`src/rtl/periph_guard_pkg.sv`:
```
package periph_guard_pkg;
  // How the upstream side of a transfer is completed.
  typedef enum logic [1:0] {
    RSP_PASS = 2'd0,  // downstream port answers
    RSP_ZERO = 2'd1,  // blocked, OK with zero data
    RSP_ERR  = 2'd2   // blocked, error
  } rsp_kind_e;

  localparam logic [15:0] DEFAULT_BYPASS = 16'h8000;

  function automatic int unsigned sel_width(input int unsigned n);
    return (n > 1) ? $clog2(n) : 1;
  endfunction
endpackage

```
`src/rtl/pg_rule.sv`:
```
module pg_rule #(
  parameter int unsigned N_PORTS = 16,
  parameter logic [N_PORTS-1:0] NS_BYPASS = '0
) (
  input  logic [N_PORTS-1:0] ns_open,
  input  logic [N_PORTS-1:0] user_open,
  input  logic               secure,
  input  logic               priv,
  output logic [N_PORTS-1:0] allow
);
  for (genvar i = 0; i < N_PORTS; i++) begin : g_port
    logic sec_ok;
    if (NS_BYPASS[i]) begin : g_bypass
      assign sec_ok = 1'b1;
    end else begin : g_check
      // secure traffic needs the open bit at 0, non-secure needs it at 1
      assign sec_ok = secure ^ ns_open[i];
    end
    assign allow[i] = sec_ok & (priv | user_open[i]);
  end
endmodule

```
`src/rtl/pg_route.sv`:
```
module pg_route
  import periph_guard_pkg::*;
#(
  parameter int unsigned N_PORTS = 16,
  parameter int unsigned SEL_W   = 4,
  parameter int unsigned DW      = 32
) (
  input  logic                  sel,
  input  logic [SEL_W-1:0]      port,
  input  logic [N_PORTS-1:0]    allow,
  input  logic                  err_resp,
  input  logic [N_PORTS*DW-1:0] rdata_in,
  input  logic [N_PORTS-1:0]    ready_in,
  input  logic [N_PORTS-1:0]    slverr_in,
  output logic [N_PORTS-1:0]    port_sel,
  output logic                  blocked,
  output logic                  ready,
  output logic [DW-1:0]         rdata,
  output logic                  slverr
);
  localparam int unsigned SPAN = 1 << SEL_W;

  logic [SPAN-1:0]    allow_x;
  logic [SPAN-1:0]    ready_x;
  logic [SPAN-1:0]    slverr_x;
  logic [DW-1:0]      rdata_x [SPAN];
  logic               hit;
  rsp_kind_e          kind;

  // Widen to the full index range; unused indices are never allowed.
  for (genvar i = 0; i < SPAN; i++) begin : g_pad
    if (i < N_PORTS) begin : g_real
      assign allow_x[i]  = allow[i];
      assign ready_x[i]  = ready_in[i];
      assign slverr_x[i] = slverr_in[i];
      assign rdata_x[i]  = rdata_in[i*DW +: DW];
    end else begin : g_void
      assign allow_x[i]  = 1'b0;
      assign ready_x[i]  = 1'b0;
      assign slverr_x[i] = 1'b0;
      assign rdata_x[i]  = '0;
    end
  end

  assign hit     = allow_x[port];
  assign blocked = sel & ~hit;

  for (genvar i = 0; i < N_PORTS; i++) begin : g_sel
    assign port_sel[i] = sel & hit & (port == SEL_W'(i));
  end

  always_comb begin
    if (hit)           kind = RSP_PASS;
    else if (err_resp) kind = RSP_ERR;
    else               kind = RSP_ZERO;
  end

  always_comb begin
    unique case (kind)
      RSP_PASS: begin
        ready  = ready_x[port];
        rdata  = rdata_x[port];
        slverr = slverr_x[port];
      end
      RSP_ERR: begin
        ready  = 1'b1;
        rdata  = '0;
        slverr = 1'b1;
      end
      default: begin
        ready  = 1'b1;
        rdata  = '0;
        slverr = 1'b0;
      end
    endcase
  end
endmodule

```
`src/rtl/pg_irq.sv`:
```
module pg_irq (
  input  logic clk,
  input  logic rst,
  input  logic event_in,
  input  logic clr,
  input  logic en,
  output logic irq
);
  logic flag_q;

  always_ff @(posedge clk) begin
    if (rst)           flag_q <= 1'b0;
    else if (clr)      flag_q <= 1'b0;   // clear dominates and holds off
    else if (event_in) flag_q <= 1'b1;
  end

  assign irq = flag_q & en;
endmodule

```
`src/rtl/periph_guard.sv`:
```
module periph_guard
  import periph_guard_pkg::*;
#(
  parameter int unsigned N_PORTS = 16,
  parameter int unsigned SEL_W   = sel_width(N_PORTS),
  parameter int unsigned AW      = 32,
  parameter int unsigned DW      = 32,
  parameter logic [N_PORTS-1:0] NS_BYPASS = N_PORTS'(DEFAULT_BYPASS)
) (
  input  logic                  clk,
  input  logic                  rst,
  input  logic                  up_sel,
  input  logic                  up_enable,
  input  logic                  up_write,
  input  logic [SEL_W-1:0]      up_port,
  input  logic                  up_secure,
  input  logic                  up_priv,
  input  logic [AW-1:0]         up_addr,
  input  logic [DW-1:0]         up_wdata,
  input  logic [DW/8-1:0]       up_strb,
  output logic                  up_ready,
  output logic [DW-1:0]         up_rdata,
  output logic                  up_slverr,
  output logic [N_PORTS-1:0]    dn_sel,
  output logic                  dn_enable,
  output logic                  dn_write,
  output logic [AW-1:0]         dn_addr,
  output logic [DW-1:0]         dn_wdata,
  output logic [DW/8-1:0]       dn_strb,
  input  logic [N_PORTS*DW-1:0] dn_rdata,
  input  logic [N_PORTS-1:0]    dn_ready,
  input  logic [N_PORTS-1:0]    dn_slverr,
  input  logic [N_PORTS-1:0]    cfg_ns_open,
  input  logic [N_PORTS-1:0]    cfg_user_open,
  input  logic                  cfg_err_resp,
  input  logic                  irq_en,
  input  logic                  irq_clr,
  output logic                  irq
);
  logic [N_PORTS-1:0] ns_eff;
  logic [N_PORTS-1:0] user_eff;
  logic               err_eff;
  logic [N_PORTS-1:0] allow;
  logic               blocked;

  // Configuration reads as all-zero while reset is held.
  assign ns_eff   = rst ? '0 : cfg_ns_open;
  assign user_eff = rst ? '0 : cfg_user_open;
  assign err_eff  = rst ? 1'b0 : cfg_err_resp;

  pg_rule #(.N_PORTS(N_PORTS), .NS_BYPASS(NS_BYPASS)) u_rule (
    .ns_open   (ns_eff),
    .user_open (user_eff),
    .secure    (up_secure),
    .priv      (up_priv),
    .allow     (allow)
  );

  pg_route #(.N_PORTS(N_PORTS), .SEL_W(SEL_W), .DW(DW)) u_route (
    .sel       (up_sel),
    .port      (up_port),
    .allow     (allow),
    .err_resp  (err_eff),
    .rdata_in  (dn_rdata),
    .ready_in  (dn_ready),
    .slverr_in (dn_slverr),
    .port_sel  (dn_sel),
    .blocked   (blocked),
    .ready     (up_ready),
    .rdata     (up_rdata),
    .slverr    (up_slverr)
  );

  pg_irq u_irq (
    .clk      (clk),
    .rst      (rst),
    .event_in (blocked & up_enable),
    .clr      (irq_clr),
    .en       (irq_en),
    .irq      (irq)
  );

  assign dn_enable = up_enable;
  assign dn_write  = up_write;
  assign dn_addr   = up_addr;
  assign dn_wdata  = up_wdata;
  assign dn_strb   = up_strb;
endmodule

```
`config.mk`:
```
export PLATFORM = sky130hd
export DESIGN_NAME = periph_guard
export DESIGN_NICKNAME = d
export VERILOG_FILES = /design/src/rtl/periph_guard_pkg.sv /design/src/rtl/pg_rule.sv /design/src/rtl/pg_route.sv /design/src/rtl/pg_irq.sv /design/src/rtl/periph_guard.sv
export SDC_FILE = /design/constraint.sdc
export NUM_CORES = 1
export LEC_CHECK = 0
export BUFFER_PORTS_ARGS = -buffer_cell sky130_fd_sc_hd__buf_2
export CELL_PAD_IN_SITES_DETAIL_PLACEMENT = 1
export CELL_PAD_IN_SITES_GLOBAL_PLACEMENT = 1
export CORE_AREA = 10 10 291 293
export CTS_CLUSTER_DIAMETER = 50
export DETAILED_ROUTE_END_ITERATION = 10
export DIE_AREA = 0 0 301 303
export PLACE_DENSITY_LB_ADDON = 0.1
export SYNTH_ARGS = -nofsm -noshare
export SYNTH_HDL_FRONTEND = slang
export SYNTH_SLANG_ARGS = --single-unit
```
`constraint.sdc`:
```
create_clock -name clk -period 6 [get_ports clk]
set_clock_uncertainty 0.2 [all_clocks]
set_input_delay 0.6 -clock clk [delete_from_list [all_inputs] [get_ports clk]]
set_output_delay 0.6 -clock clk [all_outputs]
set_load 0.005 [all_outputs]
```
==> run metrics, run 1 <==
status finished clean; Core Rows roughly 100; Final Core Density 0.120; max reg flops 1; Worst Hold Class flip-flop to flip-flop; synth warn 0; Int Power just under 400 uW; sequential share of power 0.011; first-pass GRT wire length 73,700 um; Post-Syn Nets around 1,100; clock share of power 0; maxcap violations 0; Fmax 0.239 GHz; leak pwr just over 0.004 uW; All-Layer GR Usage 0.116; grt ovf 0; Syn Inst Count between 400 and 500; number of port buffers approximately 640; Tcrit/Tclk final 0.698; overall routed net length approximately 57,000 um; slowest stage cell, crit path buf_6; sw power between 200 and 300 uW; post-CTS sizing 0; largest net degree at the start of global routing 96; post-route setup TNS 0 ns; syn avg cell area 12.7 um^2; GR Layer Usage met2 0.211; post-synthesis sequential area ratio 0.00359; HPWL after DPL slightly above 50,000 um; vias in the first global route 8,006; routability congestion estimate around 0.76; final instance area about 9500 um^2; DIE AREA 91,200 um^2; GRT busiest layer met2; setup violators final 0; biggest regs u_irq.flag_q: 1 flops; Non-Filler Instances ~2,000; Hold-fix buffers, CTS 0; multi-input logic area between 4000 and 5000 um^2; Layout Nets 1,626; met3 Track Usage GR 0.0525; Worst Tran Pin Value 0.874 ns; DR DRC count 0; Syn-to-layout area delta 69.5%; proportion of layout cells with a drive suffix above 1 0.851; Die X-Extent ~300 um; Required @ worst endpoint around 5.2 ns; post-route ant nets 0; Peak VDD IR between 0.00002 and 0.000025 V; relative slew slack 0.417; routed via count roughly 6,800; critical path cell sequence buf_6 > and2b_1 > o211ai_1 > o2111ai_1 > a41o_1 > a2111oi_4 > buf_4 > mux2_2 > buf_2; Worst Setup Path Type primary input to output pin; power share of the combinational group 0.989; setup ws final roughly 1.8 ns; I/O pin count between 700 and 800; Most flops, register u_irq.flag_q; final hold vios 0; CP peak stage delay 0.40 ns; wire per inst ~28 um; DP Worst Slack 1.69 ns; crit path capture type output pin; PwrDens roughly 72 nW/um^2; Starting DRT DRC Count 275; drt via density around 3.4; switching fraction of total power 0.426; clock transition at the registers of the reported paths 0 ns; chip height roughly 300 um; register bit total from synthesis 1; RSZ-0062 raised after global routing false; placed cells 2,016; Post-synth EDFFs 0; CP Max Fanout 61; initial antenna violation count 55; Post-CTS Setup Bufs 0; Slew Viols, Final 0; WP data arrival roughly 3.4 ns; Final min period between 4 and 5 ns; DRT Pass-1 Iters 4; post-synthesis async set-or-reset flop share 0; met1 Use GR 0.125; Synth cell types between 40 and 50; CP Launch Type primary input; Initial Utilization 0.0710; Post-Place Cell Area between 9000 and 10,000 um^2; area of the mapped netlist approximately 5600 um^2; Core Area just under 80,000 um^2; Storage cell area 20.0 um^2; clock latency on the worst-skew pair 0 ns; Synth Flop Type dfxtp_1; Layout fillers ~9,400
==> metal layers <==
metal / part of all wire / up-vias
met5: 0.0057 / -
met4: 0.016 / 48
met3: 0.10 / 106
met2: 0.52 / 402
met1: 0.36 / 3368
li1: - / 2912
==> area by class of cell <==
cell class,instances,share of cell area
Timing Repair Buffer,647,0.349
Multi-Input combinational cell,311,0.503
Inverter,7,0.00278
Antenna cell,18,0.00476
Tap cell,1050,0.139
Sequential cell,1,0.00212
==> power groups by stage <==
stage | Clock (uW) | Sequential (uW) | Combinational (uW)
2_1_floorplan | 0 | 7.12 | 373
3_3_place_gp | 0 | 7.34 | 696
3_5_place_dp | 0 | 7.34 | 701
4_1_cts | 0 | 7.35 | 703
5_1_grt | 0.000290 | 7.35 | 737
6_report | 0.000403 | 7.25 | 678
==> cell usage after synthesis, types with 2 or more instances <==
cell | number | area [um^2]
a211o_1 | 2 | 17.5
and2_1 | 2 | 12.5
nor2b_1 | 43 | 269
a41oi_1 | 2 | 17.5
nand4_1 | 3 | 18.8
nand2_1 | 6 | 22.5
clkbuf_1 | 22 | 82.6
o21ai_0 | 6 | 30.0
nor3_1 | 5 | 25.0
o2111ai_1 | 4 | 35.0
a21oi_1 | 3 | 15.0
inv_1 | 7 | 26.3
o221ai_1 | 4 | 35.0
and4b_1 | 2 | 20.0
nor2_1 | 19 | 71.3
o31a_1 | 2 | 17.5
mux4_2 | 170 | 3830
buf_6 | 3 | 33.8
o211ai_1 | 10 | 75.1
buf_2 | 21 | 105
nand3_1 | 2 | 10.0
and2b_1 | 3 | 22.5
buf_4 | 74 | 556
==> critical path, delay by kind of cell <==
family,cells,cell delay (ns)
and+or+nand+nor,1,0.37
AOI/OAI and AO/OA,4,1.00
muxes,1,0.38
buffers and inverters,3,0.90
==> path summary, 6_finish.rpt <==
path                      from  cells after the start            to  slack, ns
setup / recovery    up_port[1]                      9     up_slverr       1.81
hold / removal    u_irq.flag_q                      1  u_irq.flag_q       0.33
setup reg to reg  u_irq.flag_q                      1  u_irq.flag_q       5.16
hold reg to reg   u_irq.flag_q                      1  u_irq.flag_q       0.33
==> cell usage in the layout (no fill, tap or decap), types with 2 or more instances in the layout <==
master     count
buf_4          7
o221ai_1       4
buf_12         2
o211ai_1      10
a41oi_1        2
nor2_1        19
o2111ai_1      4
nor3_1         5
nand4_1        3
nor2b_1       43
a21oi_1        3
and4b_1        2
o21ai_0        6
and2b_1        3
o31a_1         2
a211o_1        2
nand2_1        6
nand3_1        2
buf_2        636
inv_1          7
diode_2       18
and2_1         2
mux4_2       170
==> stage by stage <==
step	total power, uW	hold slack, ns
floorplan	380	0.240
global placement	703	0.368
detailed placement	708	0.360
CTS	710	0.367
global route	745	0.379
finish	685	0.328
==> logic make-up after synthesis <==
family | count (synthesis) | share of synthesized area
compound gates | 45 | 0.0650
buf+inv | 128 | 0.145
flops | 1 | 0.00359
mux | 172 | 0.689
simple gates | 94 | 0.0975
Note: power is estimated with default switching activity, not from simulation.
==> inputs of run 2 (changes only) <==
Settings changed: CORE_AREA 10 10 291 293 to 10 10 297 299, DIE_AREA 0 0 301 303 to 0 0 307 309.
Clock period 6 ns to 4.2 ns, I/O delays scaled along.
==> run 2 against run 1 <==
Net effect:
- combinational power grew 43%
- utilization shrank 0.32 points
- first-iteration DRC count down 9.1%
- power increased by 43%
- sequential power rose by 42%
- critical path depth stayed put
- global-route usage decreased by 1.3 points
- register-to-register slack lost 1.8 ns
- flip-flop and latch count unchanged
- sequential share of layout area about the same
- final cell count increased by 1.3%
==> run metrics, run 2 (synthesized netlist as in run 1, its figures left out) <==
most frequent cells in the layout buf_2 (636), mux4_2 (170), nor2b_1 (43), nor2_1 (19), buf_4 (14); number of port buffers 639 (unchanged); crit path capture type output pin; final instance area 9590 um^2 (+1.3%); Pwr Total 979 uW (+43%); proportion of layout cells with a drive suffix above 1 0.852 (+0.00153); Hold-fix buffers, CTS 0 (unchanged); grt ovf 0 (unchanged); HPWL after DPL 47,300 um (-7.0%); chip height 309 um (+2.0%); sw power 405 uW (+39%); post-route setup TNS 0 ns (unchanged); Layout Nets 1,636 (+0.62%); RSZ-0062 raised after global routing false; Worst Hold Class flip-flop to flip-flop; Bufs and invs on worst path 3 (unchanged); Worst Setup Path Type primary input to output pin; final hold vios 0 (unchanged); DRT Pass-1 Iters 4 (unchanged); DR DRC count 0 (unchanged); biggest regs u_irq.flag_q: 1 flops; relative slew slack 0.464 (+0.0465); setup ws final 0.683 ns (-1.13 ns); Slew Viols, Final 0 (unchanged); post-CTS sizing 0 (unchanged); WHS 0.312 ns (-0.0161 ns); setup violators final 0 (unchanged); Int Power 574 uW (+46%); critical path cell sequence buf_6 > nor2b_1 > o221ai_1 > a211o_1 > a41oi_1 > a2111oi_4 > buf_12 > nor2b_1 > buf_2; DP Worst Slack 0.603 ns (-1.09 ns); routability congestion estimate 0.739 (-2.4%); All-Layer GR Usage 0.103 (-0.0131); wire per inst 25.4 um (-8.9%); status finished clean; leak pwr 0.00411 uW (+1.5%); Starting DRT DRC Count 250 (-9.1%); maxcap violations 0 (unchanged); worst reg2reg setup slack 3.37 ns (-1.79 ns); power share of the combinational group 0.989 (about the same); first-pass GRT wire length 69,600 um (-5.6%); commonest non-fill, non-tap cell in the layout buf_2; CP peak stage delay 0.41 ns (about the same); Syn-to-layout area delta 71.8%; Fmax between 0.2 and 0.3 GHz; overall routed net length 52,300 um (-7.8%); PwrDens 102 nW/um^2 (+41%); Die X-Extent 307 um (+2.0%); CP Max Fanout 32 (-48%); Core Area 81,800 um^2 (+4.1%); WP data arrival 2.90 ns (-0.49 ns); clock latency on the worst-skew pair 0 ns (unchanged); largest net degree at the start of global routing 85 (-11%); routed via count 6,798 (-0.56%); post-route ant nets 0 (unchanged); max reg flops 1 (unchanged); clock share of power 0 (unchanged); Final min period 3.52 ns; clock transition at the registers of the reported paths 0 ns (unchanged); switching fraction of total power 0.414 (-0.0120); Most flops, register u_irq.flag_q; Post-CTS Setup Bufs 0 (unchanged); Worst Tran Pin Value 0.796 ns (-0.0782 ns); drt via density 3.30 (-1.8%); cell repeated most along the worst path nor2b_1; vias in the first global route 8,257 (+3.1%); Core Rows 105 (+1.9%); CP Launch Type primary input; initial antenna violation count 45 (-18%); Initial Utilization 0.0682 (-0.00281); Required @ worst endpoint 3.58 ns (-1.62 ns); Peak VDD IR 0.0000323 V (+32%); sequential share of power 0.011 (about the same); Crit path max-delay family compound AO/OA/AOI/OAI gates; I/O pin count 779 (unchanged); Tcrit/Tclk final 0.837; Post-Place Cell Area 9560 um^2 (+1.5%); DIE AREA 94,900 um^2 (+4.0%); slowest stage cell, crit path nor2b_1
-- run 2: cell types whose count changed in the layout (fill, tap and decap cells not counted), sizes merged --
| cell | delta |
|---|---|
| buf | +10 |
| diode | -4 |
-- run 2: final cells by class --
class | instances | area [um^2]
Antenna cell | 14 | 35.0
Fill cell | 9734 | 72300
Inverter | 7 | 26.3
Multi-Input combinational cell | 311 | 4760
Sequential cell | 1 | 20.0
Tap cell | 1070 | 1340
Timing Repair Buffer | 657 | 3410
-- run 2: layer usage --
metal  up-vias  wire length [um]  track usage
li1       2922                 -            -
met1      3375             17700        0.103
met2       379             28900        0.201
met3        76              4930       0.0420
met4        46               508       0.0143
met5         -               322            0
-- run 2: metrics by stage --
stage | std cells | utilization
CTS | 2046 | 0.117
global route | 2057 | 0.117
finish | 2060 | 0.117
detailed placement | 2046 | 0.117
floorplan | 440 | -
global placement | 2046 | 0.117
-- run 2: power by group through the flow --
stage | Combinational, uW | Clock (uW) | Sequential (uW)
2_1_floorplan | 533 | 0 | 10.2
3_3_place_gp | 1000 | 0 | 10.4
3_5_place_dp | 1010 | 0 | 10.4
4_1_cts | 1010 | 0 | 10.4
5_1_grt | 1060 | 0.000352 | 10.4
6_report | 968 | 0.000448 | 10.3
-- run 2: final timing paths --
| path | start | end | cells after the start |
|---|---|---|---|
| worst min register to register | u_irq.flag_q | u_irq.flag_q | 1 |
| worst max register to register | u_irq.flag_q | u_irq.flag_q | 1 |
| worst min-delay path | u_irq.flag_q | u_irq.flag_q | 1 |
| worst max-delay path | up_port[1] | up_rdata[30] | 9 |
==> inputs of run 3 (changes only) <==
Settings changed: CORE_AREA 10 10 297 299 to 10 10 295 297, DIE_AREA 0 0 307 309 to 0 0 305 307.
Clock period 4.2 ns to 2.9 ns, I/O delays scaled along.
==> run 3 against run 2 <==
Net effect:
- power increased by 65%
- sequential share of layout area about the same
- via count increased by 7.1%
- worst setup slack got worse by 0.62 ns
- cell area increased by 9.2%
- hold slack improved by 0.017 ns
- flip-flop and latch count unchanged
- register-to-register slack got worse by 1.3 ns
- critical path type unchanged
- critical endpoint is now up_rdata[25]
==> run metrics, run 3 (synthesized netlist as in run 1, its figures left out) <==
status finished clean; most frequent cells in the layout buf_2 (630), mux4_2 (170), buf_4 (62), nor2b_1 (42), nor2_1 (18); crit path capture type output pin; PwrDens 154 nW/um^2 (+51%); leak pwr 0.00457 uW (+11%); worst reg2reg setup slack 2.06 ns (-1.31 ns); clock latency on the worst-skew pair 0 ns (unchanged); worst reg-to-reg path cell count 1 (unchanged); routed via count 7,280 (+7.1%); I/O pin count 779 (unchanged); r2r endpoint u_irq.flag_q; WP data arrival 2.34 ns (-0.56 ns); Tcrit/Tclk final 0.977; DRT Pass-1 Iters 6 (+2); relative slew slack 0.709 (+0.246); maxcap violations 0 (unchanged); biggest regs u_irq.flag_q: 1 flops; initial antenna violation count 79 (+76%); wire per inst 28.1 um (+11%); post-route ant nets 0 (unchanged); HPWL after DPL 54,700 um (+16%); Reg-to-Reg Start u_irq.flag_q; vias in the first global route 8,355 (+1.2%); critical path cell sequence buf_12 > buf_12 > buf_12 > buf_12 > buf_4 > mux4_2 > mux4_2 > nor2b_1 > buf_2; clock transition at the registers of the reported paths 0 ns (unchanged); Most flops, register u_irq.flag_q; cell repeated most along the worst path buf_12; Fmax around 0.35 GHz; Bufs and invs on worst path 6 (+3); chip height 307 um (-0.65%); metal2 WL 29,600 um (+2.7%); Final min period ~2.8 ns; CP Launch Type primary input; routability congestion estimate 0.810 (+9.6%); Critical Path Start up_port[0]; Worst Tran Pin Value 0.436 ns (-0.360 ns); commonest non-fill, non-tap cell in the layout buf_2; Required @ worst endpoint 2.41 ns (-1.17 ns); Hold-fix buffers, CTS 0 (unchanged); DR DRC count 0 (unchanged); grt ovf 0 (unchanged); DP Worst Slack -0.125 ns (-0.727 ns); Layout Nets 1,703 (+4.1%); All-Layer GR Usage 0.119 (+0.0164); Worst Setup Path Type primary input to output pin; CP endpoint up_rdata[25]; overall routed net length 60,000 um (+15%); Initial Utilization 0.0687 (+0.000441); RSZ-0062 raised after global routing true; Pwr Total 1610 uW (+65%); post-route setup TNS 0 ns (unchanged); met1 wire length 22,600 um (+28%); first-pass GRT wire length 77,800 um (+12%); metal3 WL 6830 um (+39%); CP Max Fanout 14 (-56%); CP peak stage delay 0.60 ns (+0.19 ns); Slew Viols, Final 0 (unchanged); proportion of layout cells with a drive suffix above 1 0.870 (+0.0171); setup ws final 0.0667 ns (-0.616 ns); drt via density 3.41 (+3.3%); top layer reached by signal wires met5; Peak VDD IR 0.0000374 V (+16%); largest net degree at the start of global routing 45 (-47%); number of port buffers 639 (unchanged); DIE AREA 93,600 um^2 (-1.3%); critical path depth 9 (unchanged); final hold vios 0 (unchanged); Syn-to-layout area delta 87.6%; Core Rows 105 (unchanged); setup violators final 0 (unchanged); Core Area 81,300 um^2 (-0.64%); max reg flops 1 (unchanged); Crit path max-delay family multiplexers; slowest stage cell, crit path mux4_2; Starting DRT DRC Count 240 (-4.0%); Worst Hold Class flip-flop to flip-flop; Die X-Extent 305 um (-0.65%); Final Core Density 0.129 (+0.0116)
[run 3: worst min path at each step]
stage | startpoint | to | depth (start not counted)
2_1_floorplan | u_irq.flag_q | u_irq.flag_q | 1
3_3_place_gp | u_irq.flag_q | u_irq.flag_q | 1
3_5_place_dp | u_irq.flag_q | u_irq.flag_q | 1
4_1_cts | u_irq.flag_q | u_irq.flag_q | 1
5_1_grt | up_addr[8] | dn_addr[8] | 0
6_report | u_irq.flag_q | u_irq.flag_q | 1
[run 3: power breakdown]
part	switching, uW	internal (uW)
sequential	0.430	14.6
clock	0	0.00107
combinational	650	947
[run 3: stage by stage]
stage,instances,hold WS (ns),cell area (um^2)
floorplan,440,0.240,5580
global placement,2097,0.371,10000
detailed placement,2097,0.373,10000
CTS,2103,0.380,10200
global route,2123,0.380,10400
finish,2135,0.329,10500
[run 3: layout make-up]
| class | count | area [um^2] |
|---|---|---|
| Multi-Input combinational cell | 311 | 4790 |
| Fill cell | 9628 | 70800 |
| Timing Repair Buffer | 724 | 4240 |
| Tap cell | 1070 | 1340 |
| Sequential cell | 1 | 20.0 |
| Inverter | 7 | 26.3 |
| Antenna cell | 22 | 55.1 |
[run 3: per-layer routing]
| metal | up-vias | GRT usage |
|---|---|---|
| li1 | 3078 | - |
| met1 | 3578 | 0.134 |
| met2 | 474 | 0.209 |
| met3 | 98 | 0.0574 |
| met4 | 52 | 0.0119 |
| met5 | - | 0 |
[run 3: timing repair]
action | CTS | global route
setup endpoints to repair | 30 | 18
buffers inserted | 5 | 7
cloned | 1 | 3
pin swaps | 5 | 6
resized for setup | 15 | 25
